**config.mk**
```make
export PLATFORM = sky130hd
export DESIGN_NAME = fault_irq_aggr
export DESIGN_NICKNAME = d
export VERILOG_FILES = /design/src/rtl/fault_irq_pkg.sv /design/src/rtl/fault_evt_qualify.sv /design/src/rtl/fault_stat_reg.sv /design/src/rtl/fault_irq_latch.sv /design/src/rtl/fault_irq_aggr.sv
export SDC_FILE = /design/constraint.sdc
export NUM_CORES = 1
export LEC_CHECK = 0
export BUFFER_PORTS_ARGS = -buffer_cell sky130_fd_sc_hd__buf_2
export CAP_MARGIN = 40
export CORE_AREA = 2 2 39 41
export CTS_CLUSTER_SIZE = 25
export DETAILED_ROUTE_END_ITERATION = 16
export DIE_AREA = 0 0 41 43
export PLACE_DENSITY_LB_ADDON = 0.3
export SYNTH_ARGS = -nofsm -noshare
export SYNTH_HDL_FRONTEND = slang
export SYNTH_SLANG_ARGS = --single-unit
```
**constraint.sdc**
```tcl
create_clock -name clk -period 2.5 [get_ports clk]
set_input_delay 0.125 -clock clk [delete_from_list [all_inputs] [get_ports clk]]
set_output_delay 0.125 -clock clk [all_outputs]
set_load 0.1 [all_outputs]
```
**src/rtl/fault_irq_pkg.sv**
```systemverilog
// Shared definitions for the fault and status interrupt aggregator.
// Assumes the five-source bit map below is fixed by software convention.
package fault_irq_pkg;

    localparam int SRC_N  = 5;
    localparam int B_OC   = 0;
    localparam int B_OT   = 1;
    localparam int B_UV   = 2;
    localparam int B_DONE = 3;
    localparam int B_DATA = 4;

    typedef enum logic [1:0] {
        OS_STANDBY  = 2'b00,
        OS_RUN      = 2'b01,
        OS_BUS_BUSY = 2'b10,
        OS_RSVD     = 2'b11
    } op_state_e;

    typedef logic [SRC_N-1:0] src_vec_t;

    // Sources watched in standby while the bus is busy.
    localparam src_vec_t BUSY_WATCH = src_vec_t'((1 << B_UV) | (1 << B_OT));

endpackage

```
**src/rtl/fault_evt_qualify.sv**
```systemverilog
// Turns raw event pulses into capture requests, one bit per status flag.
// Gating depends on the core state. Completion needs a normal finish
// that is not a streaming run and does not coincide with a critical fault.
// Assumes that the raw pulses are synchronous to clk.
module fault_evt_qualify
    import fault_irq_pkg::*;
#(
    parameter int W = SRC_N
) (
    input  logic         clk,
    input  logic         rst_n,
    input  logic [1:0]   op_state_i,
    input  logic         stream_run_i,
    input  logic         ev_oc_i,
    input  logic         ev_ot_i,
    input  logic         ev_uv_i,
    input  logic         ev_data_err_i,
    input  logic         run_end_i,
    input  logic         run_end_normal_i,
    output logic [W-1:0] cap_o
);

    logic         run_now;
    logic         busy_now;
    logic         crit_now;
    logic [W-1:0] raw_vec;

    // Decode the state into the two windows that matter.
    always_comb begin
        run_now  = (op_state_e'(op_state_i) == OS_RUN);
        busy_now = (op_state_e'(op_state_i) == OS_BUS_BUSY);
    end

    // Collect the fault sources into a vector; completion is handled on its own.
    always_comb begin
        raw_vec         = '0;
        raw_vec[B_OC]   = ev_oc_i;
        raw_vec[B_OT]   = ev_ot_i;
        raw_vec[B_UV]   = ev_uv_i;
        raw_vec[B_DATA] = ev_data_err_i;
    end

    // A critical fault during a run aborts that run.
    always_comb crit_now = run_now & (ev_oc_i | ev_ot_i | ev_uv_i);

    for (genvar g = 0; g < W; g++) begin : g_src
        if (g == B_DONE) begin : g_done
            assign cap_o[g] = run_end_i & run_end_normal_i & run_now
                              & ~stream_run_i & ~crit_now;
        end else if (BUSY_WATCH[g]) begin : g_watch
            assign cap_o[g] = raw_vec[g] & (run_now | busy_now);
        end else begin : g_runonly
            assign cap_o[g] = raw_vec[g] & run_now;
        end
    end


    done_no_fault_chk: assert property (@(posedge clk) disable iff (!rst_n)
        cap_o[B_DONE] |-> !(ev_oc_i || ev_ot_i || ev_uv_i) && run_end_normal_i);


    plain_standby_quiet_chk: assert property (@(posedge clk) disable iff (!rst_n)
        (op_state_i == 2'b00 || op_state_i == 2'b11) |-> (cap_o == '0));

endmodule

```
**src/rtl/fault_stat_reg.sv**
```systemverilog
// Sticky status flags, one flop per source. A read strobe clears them and a
// capture in the same cycle wins over the clear. Also exports the next value
// so the interrupt latch can see flags as they are written.
module fault_stat_reg #(
    parameter int W = 5
) (
    input  logic         clk,
    input  logic         rst_n,
    input  logic [W-1:0] cap_i,
    input  logic         rd_i,
    output logic [W-1:0] stat_o,
    output logic [W-1:0] stat_nxt_o
);

    for (genvar g = 0; g < W; g++) begin : g_flag
        // Next value: keep unless read, then OR in any new capture.
        always_comb stat_nxt_o[g] = (stat_o[g] & ~rd_i) | cap_i[g];

        // Hold the flag across cycles.
        always_ff @(posedge clk) begin
            if (!rst_n) stat_o[g] <= 1'b0;
            else        stat_o[g] <= stat_nxt_o[g];
        end
    end


    read_clears_chk: assert property (@(posedge clk) disable iff (!rst_n)
        (rd_i && cap_i == '0) |=> (stat_o == '0));


    sticky_hold_chk: assert property (@(posedge clk) disable iff (!rst_n)
        !rd_i |=> ((stat_o & $past(stat_o)) == $past(stat_o)));

endmodule

```
**src/rtl/fault_irq_latch.sv**
```systemverilog
// Set/reset interrupt latch with an active-low output. Any unmasked flag in
// the incoming status sets it. A read resets it, but a set in the same cycle wins.
// Assumes mask bit 1 means blocked.
module fault_irq_latch #(
    parameter int W = 5
) (
    input  logic         clk,
    input  logic         rst_n,
    input  logic [W-1:0] stat_nxt_i,
    input  logic [W-1:0] mask_i,
    input  logic         rd_i,
    output logic         irq_n_o
);

    logic irq_set;
    logic irq_q;

    // Look for any flag the mask lets through.
    always_comb irq_set = |(stat_nxt_i & ~mask_i);

    // Latch update with set priority over reset.
    always_ff @(posedge clk) begin
        if (!rst_n)       irq_q <= 1'b0;
        else if (irq_set) irq_q <= 1'b1;
        else if (rd_i)    irq_q <= 1'b0;
    end

    // Drive the pin active low.
    always_comb irq_n_o = ~irq_q;


    irq_hold_chk: assert property (@(posedge clk) disable iff (!rst_n)
        (!irq_n_o && !rd_i) |=> !irq_n_o);

endmodule

```
**src/rtl/fault_irq_aggr.sv**
```systemverilog
// Top of the fault and status interrupt aggregator. It qualifies raw events
// by core state, keeps them as sticky flags and raises a masked active-low
// interrupt that clears on a status read.
module fault_irq_aggr
    import fault_irq_pkg::*;
(
    input  logic             clk,
    input  logic             rst_n,
    input  logic [1:0]       op_state_i,
    input  logic             stream_run_i,
    input  logic             ev_oc_i,
    input  logic             ev_ot_i,
    input  logic             ev_uv_i,
    input  logic             ev_data_err_i,
    input  logic             run_end_i,
    input  logic             run_end_normal_i,
    input  logic [SRC_N-1:0] irq_mask_i,
    input  logic             stat_rd_i,
    output logic [SRC_N-1:0] status_o,
    output logic             irq_n_o
);

    src_vec_t cap;
    src_vec_t stat_nxt;

    fault_evt_qualify #(.W(SRC_N)) i_qual (
        .clk              (clk),
        .rst_n            (rst_n),
        .op_state_i       (op_state_i),
        .stream_run_i     (stream_run_i),
        .ev_oc_i          (ev_oc_i),
        .ev_ot_i          (ev_ot_i),
        .ev_uv_i          (ev_uv_i),
        .ev_data_err_i    (ev_data_err_i),
        .run_end_i        (run_end_i),
        .run_end_normal_i (run_end_normal_i),
        .cap_o            (cap)
    );

    fault_stat_reg #(.W(SRC_N)) i_stat (
        .clk        (clk),
        .rst_n      (rst_n),
        .cap_i      (cap),
        .rd_i       (stat_rd_i),
        .stat_o     (status_o),
        .stat_nxt_o (stat_nxt)
    );

    fault_irq_latch #(.W(SRC_N)) i_irq (
        .clk        (clk),
        .rst_n      (rst_n),
        .stat_nxt_i (stat_nxt),
        .mask_i     (irq_mask_i),
        .rd_i       (stat_rd_i),
        .irq_n_o    (irq_n_o)
    );


    oc_run_only_chk: assert property (@(posedge clk) disable iff (!rst_n)
        $rose(status_o[B_OC]) |-> $past(op_state_i) == 2'b01);


    stream_no_done_chk: assert property (@(posedge clk) disable iff (!rst_n)
        $rose(status_o[B_DONE]) |-> !$past(stream_run_i));


    unmasked_irq_chk: assert property (@(posedge clk) disable iff (!rst_n)
        |(status_o & ~$past(irq_mask_i)) |-> !irq_n_o);

endmodule

```
==> results.md, run 1 <==
- In this run the critical register-to-register path is launched from i_stat.stat_o[4]$_SDFF_PN0_.
- The number of buffers and inverters on the critical path is 1.
- Setup repair after global routing left no endpoint under its margin.
- Global routing finished with a remaining overflow of 0.
- The worst-path cell with the longest stage delay is buf_2.
- Along the worst path, the maximum fanout reaches 3.
- The floorplan has 14 rows.
- Dividing total power by cell area gives a power density of 587 nW/µm².
- For this block, the routed nets add up to 851 µm of wire.
- The critical path goes through buf_2.
- The total global routing track utilization is 0.120.
- The final instance area is 469 µm².
- The count of warnings emitted by yosys is 0.
- The setup total negative slack is 0 ns.
- The internal power component is 0.179 mW.
- Broken down by cell family, the worst path's largest delay share belongs to buffers and inverters.
- The element type at the critical path start is a flop.
- The number of nets in the synthesized netlist is 55.
- In this run the tightest slew margin relative to its limit is 0.678.
- In this run the number of cells on the critical path is 1.
- The launching instance or port of the critical path is i_stat.stat_o[1]$_SDFF_PN0_.
- The number of cells on the worst reg-to-reg path is 4.
- The number of maximum-capacitance violations is 0.
- The number of remaining DRC errors is 0.
- At the end of routability-driven placement, the weighted congestion stood at 0.735.
- The post-synthesis sequential area ratio is 0.379.
- In the detailed route, the total length drawn on met2 is 398 µm.
- On the worst path, the slowest cell contributes a delay of 0.43 ns.
- The clock tree skew after final layout is 0.000397 ns.
- For the pin with the worst max-slew slack, the measured transition is 0.486 ns.
- The initial antenna violation count came to 0.
- Counting every instance in the synthesized netlist gives 37.
- The sequential share of power is 0.376.
- The flow ran to the end, and the final reports show no timing, DRC or antenna violations.
- The destination of the worst register-to-register timing path is i_irq.irq_q$_SDFFE_PN0P_.
- The H-tree level count is 1.
- The post-detailed-placement half-perimeter wirelength is 674 µm.
- 23 I/O pins were placed.
- At the end of the flow the core is filled with cells to 0.339.
- The buffer cell driving the clock tree root is clkbuf_4.
- The number of search-and-repair iterations in the first detailed-routing pass is 2.
- The pin count of the biggest net entering global routing is 9.
- From synthesis to final layout, the design area changed by 48.2%.
- In the final routing, the length of wire on met1 measures 386 µm.
- The worst setup path is captured at an output port.
- The worst supply voltage drop on vdd is 0.185 mV.
- Total power for the finished layout comes to 0.275 mW.
- Setup violations remaining at the end of the flow were counted as 0.
- The first global-routing pass estimated 1350 µm of wire.
- At the worst endpoint, the arrival time is 1.01 ns.
- For this configuration, the core starts out at a cell density of 0.229.
- In this run the worst hold path is classified as in -> reg.
- The region available for standard cell placement spans 1380 µm².
- The leading cell type in the layout, fill and taps excluded is buf_2.
- The detailed router finished its first iteration with 4 violations.
- The number of global-route vias before repair is 320.
- The total placed instance area is 447 µm².
- The number of hold violations in the final report is 0.
- The number of nets in the layout is 82.
- In this run the post-CTS setup repair buffer count came out at 0.
- In the final routed layout, each cell accounts on average for 10.9 µm.
- The number of antenna diodes in the final layout is 0.
- The data required time at the worst endpoint is 2.38 ns.
- The clock-pin transition on the worst setup and hold timing paths is 0.05 ns.
- The vertical extent of the die is 43 µm.
- The netlist uses 16 different library cells.
- The share of the clock period used by the worst path is 0.452.
- The top cell types in the final layout, fill and taps aside, are 22 x buf_2, 7 x nand2b_1, 6 x dfxtp_1.
- The worst-case hold slack is 0.154 ns.
- The detail route stage leaves a number of antenna-violating nets equal to 0.
- The register bit count reported by yosys is 6.
- Summed over all nets, the switching power comes to 0.0963 mW.
- The number of gates resized after CTS is 0.
- The static leakage is 0.241 nW.
- Hold repair after CTS inserted 0 buffers.
- The category of the critical setup timing path is reg -> out.
- The clock reaches the later pin of the worst-skew pair after 0.24 ns.
- The power share of the combinational group is 0.298.
- The CTS buffer count is 3.
- The share of total power dissipated in the clock network is 0.325.
- The critical path ends at status_o[1].
- The via density per instance is 4.49.
- The final number of max-transition violations is 0.
- The count of buffers inserted at the top-level ports is 22.
- The TritonCTS clock tree is built.
- The final period demand of the worst path is 1.13 ns.
- Setup slack on the worst reg-to-reg path comes out at 1.58 ns.
- The length of routed met3 wiring is 56 µm.
- The total number of clock tree sinks is 6.
- The highest signal layer in the routed design is met4.
- The fmax is 885 MHz.
- For this block, the via count after detailed routing is 350.
- The die covers 1760 µm².
- The layout cell share with drive strength beyond 1 is 0.435.
- The mean cell area of the mapped netlist is 8.56 µm².
- In this run the deepest clock path goes through 2 buffers.
- In this run the horizontal extent of the chip is 41 µm.
- Summing every instance area after synthesis gives 317 µm².
- The net switching fraction of the power is 0.350.
-- worst min-delay path by stage --
| stage | start | endpoint | slack, ns | depth (start not counted) |
|---|---|---|---|---|
| finish | ev_uv_i | i_stat.stat_o[2]$_SDFF_PN0_ | 0.15 | 3 |
| global route | ev_data_err_i | i_stat.stat_o[4]$_SDFF_PN0_ | 0.17 | 3 |
| CTS | irq_mask_i[3] | i_irq.irq_q$_SDFFE_PN0P_ | 0.14 | 3 |
| detailed placement | irq_mask_i[3] | i_irq.irq_q$_SDFFE_PN0P_ | 0.40 | 3 |
| global placement | irq_mask_i[3] | i_irq.irq_q$_SDFFE_PN0P_ | 0.40 | 3 |
| floorplan | rst_n | i_stat.stat_o[1]$_SDFF_PN0_ | 0.25 | 1 |
-- cells in the mapped netlist, drive strengths merged --
library cell,instances,area [µm²]
dfxtp,6,120
inv,4,15.0
o21ai,1,5.00
nand2,3,11.3
a22oi,1,7.51
nor2,1,3.75
o31ai,1,7.51
nor4b,1,15.0
a21boi,3,22.5
a32o,1,11.3
a21oi,4,20.0
ha,1,12.5
nand2b,7,43.8
nor2b,1,6.26
and4b,1,10.0
nand3,1,5.00
-- metrics by stage --
| step | cells | worst slack (ns) |
|---|---|---|
| floorplan | 37 | 1.04 |
| global placement | 75 | 1.39 |
| detailed placement | 75 | 1.38 |
| CTS | 78 | 1.35 |
| global route | 78 | 1.30 |
| finish | 78 | 1.37 |
-- sequential cells by signal (all words and copies together) (netlist names) --
name           cells
i_irq.irq_q        1
i_stat.stat_o      5
-- layout make-up --
type	count	area [µm²]
multi-input cells	27	181
inverters	4	15.0
well taps	16	20.0
repair buffers	22	110
flip-flops and latches	6	120
fillers	162	915
clock buffers	3	22.5
-- power groups by stage --
stage	logic [mW]	clock network (mW)	registers (mW)
finish	0.0821	0.0896	0.104
global route	0.0886	0.100	0.104
CTS	0.0831	0.0970	0.104
detailed placement	0.0825	0	0.106
global placement	0.0829	0	0.105
floorplan	0.0330	0	0.131
-- cells by family (layout without fill, tap and decap cells) --
kind of cell	Yosys count	in the layout	synth area share
fa+ha+maj	1	1	0.0395
compound gates	11	11	0.233
simple gates	15	15	0.300
buf+inv	4	29	0.0474
flops	6	6	0.379
-- per-layer routing --
metal  GRT usage  vias up
met3      0.0785        2
met1       0.152      155
met5           0        -
met2       0.159       13
li1            -      180
met4      0.0400        0
Note: power is estimated with default switching activity, not from simulation.
==> run 2, diff against run 1 <==
Settings changed: ABC_AREA set to 1.
Clock period 2.5 ns to 1.1 ns, I/O delays scaled along.
==> run 2 against run 1 <==
  * First-iteration DRC count down 25%
  * Clock skew up 0.0046 ns
  * Critical path depth up 1
  * Cell area up 28%
  * Via count up 8.0%
  * Clock power up 130%
  * Sequential cell count unchanged
  * Wire length down 3.5%
  * Utilization up 9.5 points
  * Critical path type unchanged
  * Largest power group unchanged
==> results.md, run 2 <==
- The run finished with clean final reports.
- In the final routed layout, each cell accounts on average for 8.92 µm.
- The layout cell share with drive strength beyond 1 is 0.592.
- The final period demand of the worst path is 0.884 ns.
- The H-tree level count is 1.
- Once the clock tree was built, the setup fixing pass inserted 0 buffers.
- The number of antenna repair diodes is 0.
- The final number of max-transition violations is 0.
- The number of flip-flops under the largest register name is 5.
- The buffer cell driving the clock tree root is clkbuf_4.
- Counting flops and latches in the post-synthesis netlist gives 6.
- The number of gates resized after CTS is 0.
- The power consumption is 0.691 mW.
- After the first detailed-routing iteration, the DRC count stood at 3.
- The worst supply voltage drop on vdd is 0.453 mV.
- The worst hold path depth is 3.
- The biggest area contributor in the post-synthesis netlist is dfxtp_1.
- STA classifies the critical path endpoint as an output port.
- In the final layout, the registers with the most flip-flops are i_stat.stat_o (5), i_irq.irq_q (1).
- In this run the remaining antenna-violating nets after routing total 0.
- Data on the critical path arrives at its endpoint at 0.83 ns.
- The power per cell area is 1150 nW/µm².
- Relative to the synthesized area, the layout overhead comes to 70.8%.
- Routability-driven placement finished with a final weighted congestion of 0.668.
- The clock arrives with 0.00496 ns of skew.
- The fraction of registers with async set/reset is 0.
- The signal on the critical path passes through inv_1 > buf_12.
- The worst-case hold slack is 0.0562 ns.
- The longest individual stage delay on the worst path is 0.31 ns.
- The leading cell type in the layout, fill and taps excluded is buf_2.
- The worst min-delay path class is in -> reg.
- Pin placement for this block handled 23 I/O pins.
- Of all nets on the critical path, the largest fanout is 2.
- The final critical-path setup slack is 0.216 ns.
- The data required time at the worst endpoint is 1.04 ns.
- The synthesized cell area is 352 µm².
- The main combinational cell family by area after synthesis is simple AND/OR/NAND/NOR gates.
- The count of cells in the finished layout, fillers not included, comes to 92.
- Counting the buffers created by CTS gives 3.
- In the global route stage, overall resource usage came out at 0.113.
- At the later pin of the worst-skew pair, clock insertion delay measures 0.25 ns.
- Based on the critical path, the design can be clocked at up to 1130 MHz.
- The static leakage is 0.320 nW.
- Entering global routing, the biggest net connects 7 pins.
- For this run, the post-layout net count is 96.
- Ranked by flip-flop count, first place goes to i_stat.stat_o.
- The share of the clock period used by the worst path is 0.803.
- The gate family responsible for the most delay along the worst path is flip-flops.
- The global-route wire length before repair is 1260 µm.
- The number of nets handed over by synthesis was 69.
- In this run, placement finished with an instance count of 89.
- The number of instances in the synthesized netlist is 51.
- The worst reg-to-reg path cell count is 6.
- The initial antenna violation count was 0.
- The number of maximum-capacitance violations is 0.
- The number of hold-repair buffers added at the cts stage is 0.
- Before CTS, the worst setup slack after placement is 0.0721 ns.
- The effective utilization at floorplan is 0.254.
- Leaving out fill and tap cells, the most frequent cells in the layout are 16 x buf_2, 10 x inv_1, 10 x nand2_2.
- The setup total negative slack is 0 ns.
- The multiplexer area fraction after synthesis is 0.
- The final-report setup violation count is 0.
- In the synthesized netlist the dominant register cell turns out to be dfxtp_1.
- After floorplanning, the core was divided into 14 placement rows.
- The core region is 1380 µm².
- The number of hold violations in the final report came to 0.
- Fill cells in the final layout number 141.
- Of the total synthesized cell area, the portion taken by AND, OR, NAND and NOR gates is 0.381.
- The share of the synthesized area in the top cell type is 0.342.
- The mean cell area of the mapped netlist is 6.89 µm².
- Yosys mapped a number of flops with a built-in enable equal to 0.
- The measured slew at the worst slew-check pin is 0.190 ns.
- The category of the critical setup timing path is reg -> out.
- The number of remaining DRC errors is 0.
- The die width is 41 µm.
- The post-synthesis share of cell area spent on full adders, half adders and majority gates is 0.0356.
- After synthesis, the cell types taking the most area are dfxtp_1 34%, nand2_2 18%, inv_1 11%.
- The total placed instance area is 578 µm².
- The count of buffers inserted at the top-level ports is 22.
- The number of distinct library cells after synthesis is 14.
- The total number of vias is 378.
- The die area is 1760 µm².
- Before antenna repair, the detailed router went through 3 iterations.
- The finished cells cover 601 µm².
- The total number of clock tree sinks is 6.
- Using the TritonRoute via totals, the vias-per-cell ratio works out to 4.11.
- Clock-pin slew was measured on the worst setup and hold paths at 0.05 ns.
- Setup repair after global routing left no endpoint under its margin.
- In the synthesized netlist, the cells that appear most often are 10 x inv_1, 10 x nand2_2, 9 x nand2_1, 6 x dfxtp_1, 4 x nor2_1.
- The utilization after layout is 0.434.
- The sum of routed wire length over all layers is 821 µm.
- The worst-path cell with the longest stage delay is dfxtp_1.
- Together, buffers and inverters on the worst path number 2.
- The TritonCTS clock tree is built.
- The critical path runs through a total of 2 cells.
- The post-synthesis compound-gate area fraction is 0.114.
- The share of the synthesized netlist area taken by xor and xnor gates is 0.
- The number of global-route vias before repair is 344.
- The element type at the critical path start is a flop.
- The total overflow left after global routing is 0.
- Yosys printed 0 warnings.
- For this run, the register share of the synthesized area comes to 0.342.
- Counting along the longest clock path gives a buffer depth of 2.
- The vertical extent of the die is 43 µm.
- The relative slew slack is 0.873.
-- run 2: cell types whose count changed in the layout (fill, tap and decap cells not counted), moves of 2 or more --
cell and delta:
a21boi_0 -3, buf_12 +6, buf_2 -6, dfxtp_1 -5, dfxtp_2 +5, inv_1 +6, inv_2 +2, nand2_1 +6
nand2_2 +10, nand2b_1 -7, nor2_1 +3
-- run 2: where the power goes --
part | total (mW) | leakage, nW | internal (mW) | switching, mW
clock | 0.209 | 0.0138 | 0.124 | 0.0856
combinational | 0.238 | 0.255 | 0.0930 | 0.145
sequential | 0.244 | 0.0513 | 0.232 | 0.0120
total | 0.691 | 0.320 | 0.449 | 0.242
-- run 2: worst min-delay path: cells and delay by family --
kind | cells | cell delay [ns]
buf+inv | 1 | 0.09
simple gates | 2 | 0.14
-- run 2: cells by family (layout without fill, tap and decap cells) --
logic type | after synthesis | in the layout
buffers and inverters | 12 | 37
flip-flops | 6 | 6
adder cells (fa/ha/maj) | 1 | 1
AO/OA/AOI/OAI | 6 | 6
AND/OR/NAND/NOR | 26 | 26
-- run 2: routing by layer --
metal	up-vias	GRT usage	part of all wire	wire, µm
li1	201	-	-	-
met1	154	0.119	0.42	342
met2	18	0.159	0.44	359
met3	5	0.0314	0.094	77
met4	0	0.120	0.051	42
met5	-	0	0	0
-- run 2: final timing paths --
| check | start | to | slack (ns) |
|---|---|---|---|
| worst max-delay path | i_irq.irq_q$_SDFFE_PN0P_ | irq_n_o | 0.22 |
| worst min register to register | i_stat.stat_o[1]$_SDFF_PN0_ | i_stat.stat_o[1]$_SDFF_PN0_ | 0.49 |
| worst max register to register | i_stat.stat_o[0]$_SDFF_PN0_ | i_irq.irq_q$_SDFFE_PN0P_ | 0.26 |
| worst min-delay path | rst_n | i_irq.irq_q$_SDFFE_PN0P_ | 0.06 |
-- run 2: area by class of cell --
type                    count  area [µm²]  share of cell area
flip-flops and latches      6         126               0.210
inverters                  12        45.0              0.0750
multi-input cells          33         186               0.310
well taps                  16        20.0              0.0333
repair buffers             22         200               0.333
clock buffers               3        22.5              0.0375
==> run 3, diff against run 2 <==
Settings changed: ABC_AREA 1 to 0.
Clock period 1.1 ns to 0.8 ns, I/O delays scaled along.
==> run 3 against run 2 <==
  * The flow now finishes with violations (setup timing)
  * Highest routed layer unchanged
  * Register-to-register slack got worse by 0.39 ns
  * Critical path depth rose by 1
  * Critical endpoint unchanged
  * Sequential cell count did not move
  * Worst setup slack got worse by 0.37 ns
  * Clock skew fell by 0.0015 ns
  * Global-route usage rose by 0.078 points
==> results.md, run 3 (synthesis gave the netlist of run 1 again) <==
- The flow ran to the end, but the final reports show violations.
- The checks that failed: setup timing.
- The element type at the critical path end is an output port.
- At the pin with the least slew margin, the transition time is 0.191 ns.
- The number of maximum-capacitance violations is 0.
- The final number of max-transition violations was 0.
- The layout cell share with drive strength beyond 1 is 0.616.
- The share of the clock period used by the worst path is 1.20.
- Derived from the worst setup path, the maximum achievable clock frequency is 1050 MHz.
- The TritonCTS clock tree is built.
- The number of nets in the layout is 92.
- The register with the highest flop count is i_stat.stat_o.
- The clock tree skew after final layout is 0.00345 ns.
- After detailed routing, the number of remaining DRC violations is 0.
- From synthesis to final layout, the design area changed by 117%.
- The arrival time at the worst endpoint is 0.92 ns.
- Summed over all failing endpoints, the final setup total negative slack is -0.679 ns.
- The number of buffers between clock root and the deepest sink is 2.
- The worst pin sits at a relative slew slack of 0.872.
- The worst min-delay path class is in -> reg.
- The library cell used most frequently in the layout, excluding fill and tap cells, is buf_2.
- In the layout the commonest cells are 16 x buf_2, 7 x nand2b_1, 6 x buf_12, 6 x buf_6, 5 x dfxtp_4.
- The final critical-path setup slack is -0.157 ns.
- The first global-routing pass estimated 1370 µm of wire.
- For this block, the initial DRC count from the detailed router was 0.
- The initial antenna violation count is 0.
- The power per cell area is 1450 nW/µm².
- The data required time at the worst endpoint is 0.76 ns.
- In this run, placement finished with an instance count of 84.
- The initialized floorplan defines 14 standard-cell rows.
- The final period demand of the worst path is 0.957 ns.
- The root buffer cell chosen for the clock tree is clkbuf_4.
- The core region is 1380 µm².
- The total number of vias is 385.
- The number of antenna repair diodes is 0.
- The number of flip-flops under the largest register name is 5.
- The number of hold violations in the final report was 0.
- The via density per instance is 4.33.
- Global routing finished with a remaining overflow of 0.
- The later-pin clock latency in the skew report is 0.24 ns.
- Entering global routing, the biggest net connects 7 pins.
- The die area is 1760 µm².
- Buffers inserted to repair hold after CTS numbered 0.
- The finished layout holds 89 standard cells, fillers aside.
- The H-tree level count is 1.
- The largest registers in the layout are i_stat.stat_o (5), i_irq.irq_q (1).
- The total number of clock tree sinks is 6.
- The post-detailed-placement half-perimeter wirelength is 732 µm.
- From bottom edge to top edge, the die measures 43 µm.
- The utilization after layout is 0.497.
- The worst setup path is launched from a flop.
- Summed over all cells, the static leakage comes to 0.322 nW.
- The average wire length per cell after detail routing is 9.28 µm.
- For this block, wires on met1 add up to 398 µm.
- By startpoint and endpoint, the worst setup path is classified as reg -> out.
- For this run, the detailed router's first-pass iteration total came to 1.
- Clock tree synthesis inserted a total of 3 buffers.
- For this configuration, the core starts out at a cell density of 0.229.
- The die width is 41 µm.
- Clock-pin slew was measured on the worst setup and hold paths at 0.05 ns.
- The number of ports placed on the die boundary is 23.
- The final-report setup violation count is 7.
- The congestion estimate from routability-driven global placement came to 0.771.
- The worst-case IR drop observed on VDD is 0.712 mV.
- The count of buffers inserted at the top-level ports is 22.
- The highest metal layer carrying signal wires in the routed design is met4.
- The sum of routed wire length over all layers is 826 µm.
- The met2 wire length is 354 µm.
- The length of routed met3 wiring is 58 µm.
- Setup repair after global routing could not meet its margin everywhere.
- The maximum fanout along the worst path is 2.
- The number of global-route vias before repair is 337.
- The count of antenna-violating nets left after detailed routing is 0.
- The total global routing track utilization is 0.113.
[run 3: area by class of cell]
| type | instances | area (µm²) |
|---|---|---|
| timing repair buffer | 32 | 298 |
| inverter | 4 | 18.8 |
| clock buffer | 4 | 26.3 |
| tap | 16 | 20.0 |
| sequential | 6 | 140 |
| fill | 136 | 696 |
| multi-input combinational | 27 | 185 |
[run 3: what timing repair did]
item	in CTS	in global routing
setup endpoints to repair	7	7
hold endpoints to repair	0	0
buffers inserted	1	0
gates resized for setup	6	0
[run 3: worst paths after layout]
check                                   start                          end  slack, ns  cells after the start
setup / recovery     i_irq.irq_q$_SDFFE_PN0P_                      irq_n_o      -0.16                      3
hold reg to reg   i_stat.stat_o[2]$_SDFF_PN0_  i_stat.stat_o[2]$_SDFF_PN0_       0.52                      2
hold / removal                        ev_uv_i  i_stat.stat_o[2]$_SDFF_PN0_       0.06                      3
setup reg to reg  i_stat.stat_o[4]$_SDFF_PN0_     i_irq.irq_q$_SDFFE_PN0P_      -0.13                      4
[run 3: stage by stage]
step / power, mW / instance area (µm²) / setup WS, ns / hold slack [ns]
6_report: 0.996 / 688 / -0.157 / 0.0602
5_1_grt: 1.05 / 688 / -0.194 / 0.0625
4_1_cts: 1.01 / 688 / -0.167 / 0.0566
3_5_place_dp: 0.685 / 632 / -0.257 / 0.310
3_3_place_gp: 0.684 / 632 / -0.227 / 0.307
2_1_floorplan: 0.515 / 344 / -0.395 / 0.165
[run 3: power by group]
| group | internal, mW | leakage (nW) | switching [mW] |
|---|---|---|---|
| clock network | 0.189 | 0.0150 | 0.107 |
| logic | 0.173 | 0.254 | 0.205 |
| registers | 0.310 | 0.0531 | 0.0118 |
| total | 0.672 | 0.322 | 0.324 |
[run 3: worst max-delay path, cell delays in order (launching register included)]
cell        delay (ns)
dfxtp_2           0.33
clkinvlp_4        0.08
buf_6             0.12
buf_12            0.15
[run 3: per-layer routing]
layer,GRT usage,vias to the layer above
li1,-,202
met1,0.173,168
met2,0.138,13
met3,0.0314,2
met4,0.0600,0
met5,0,-
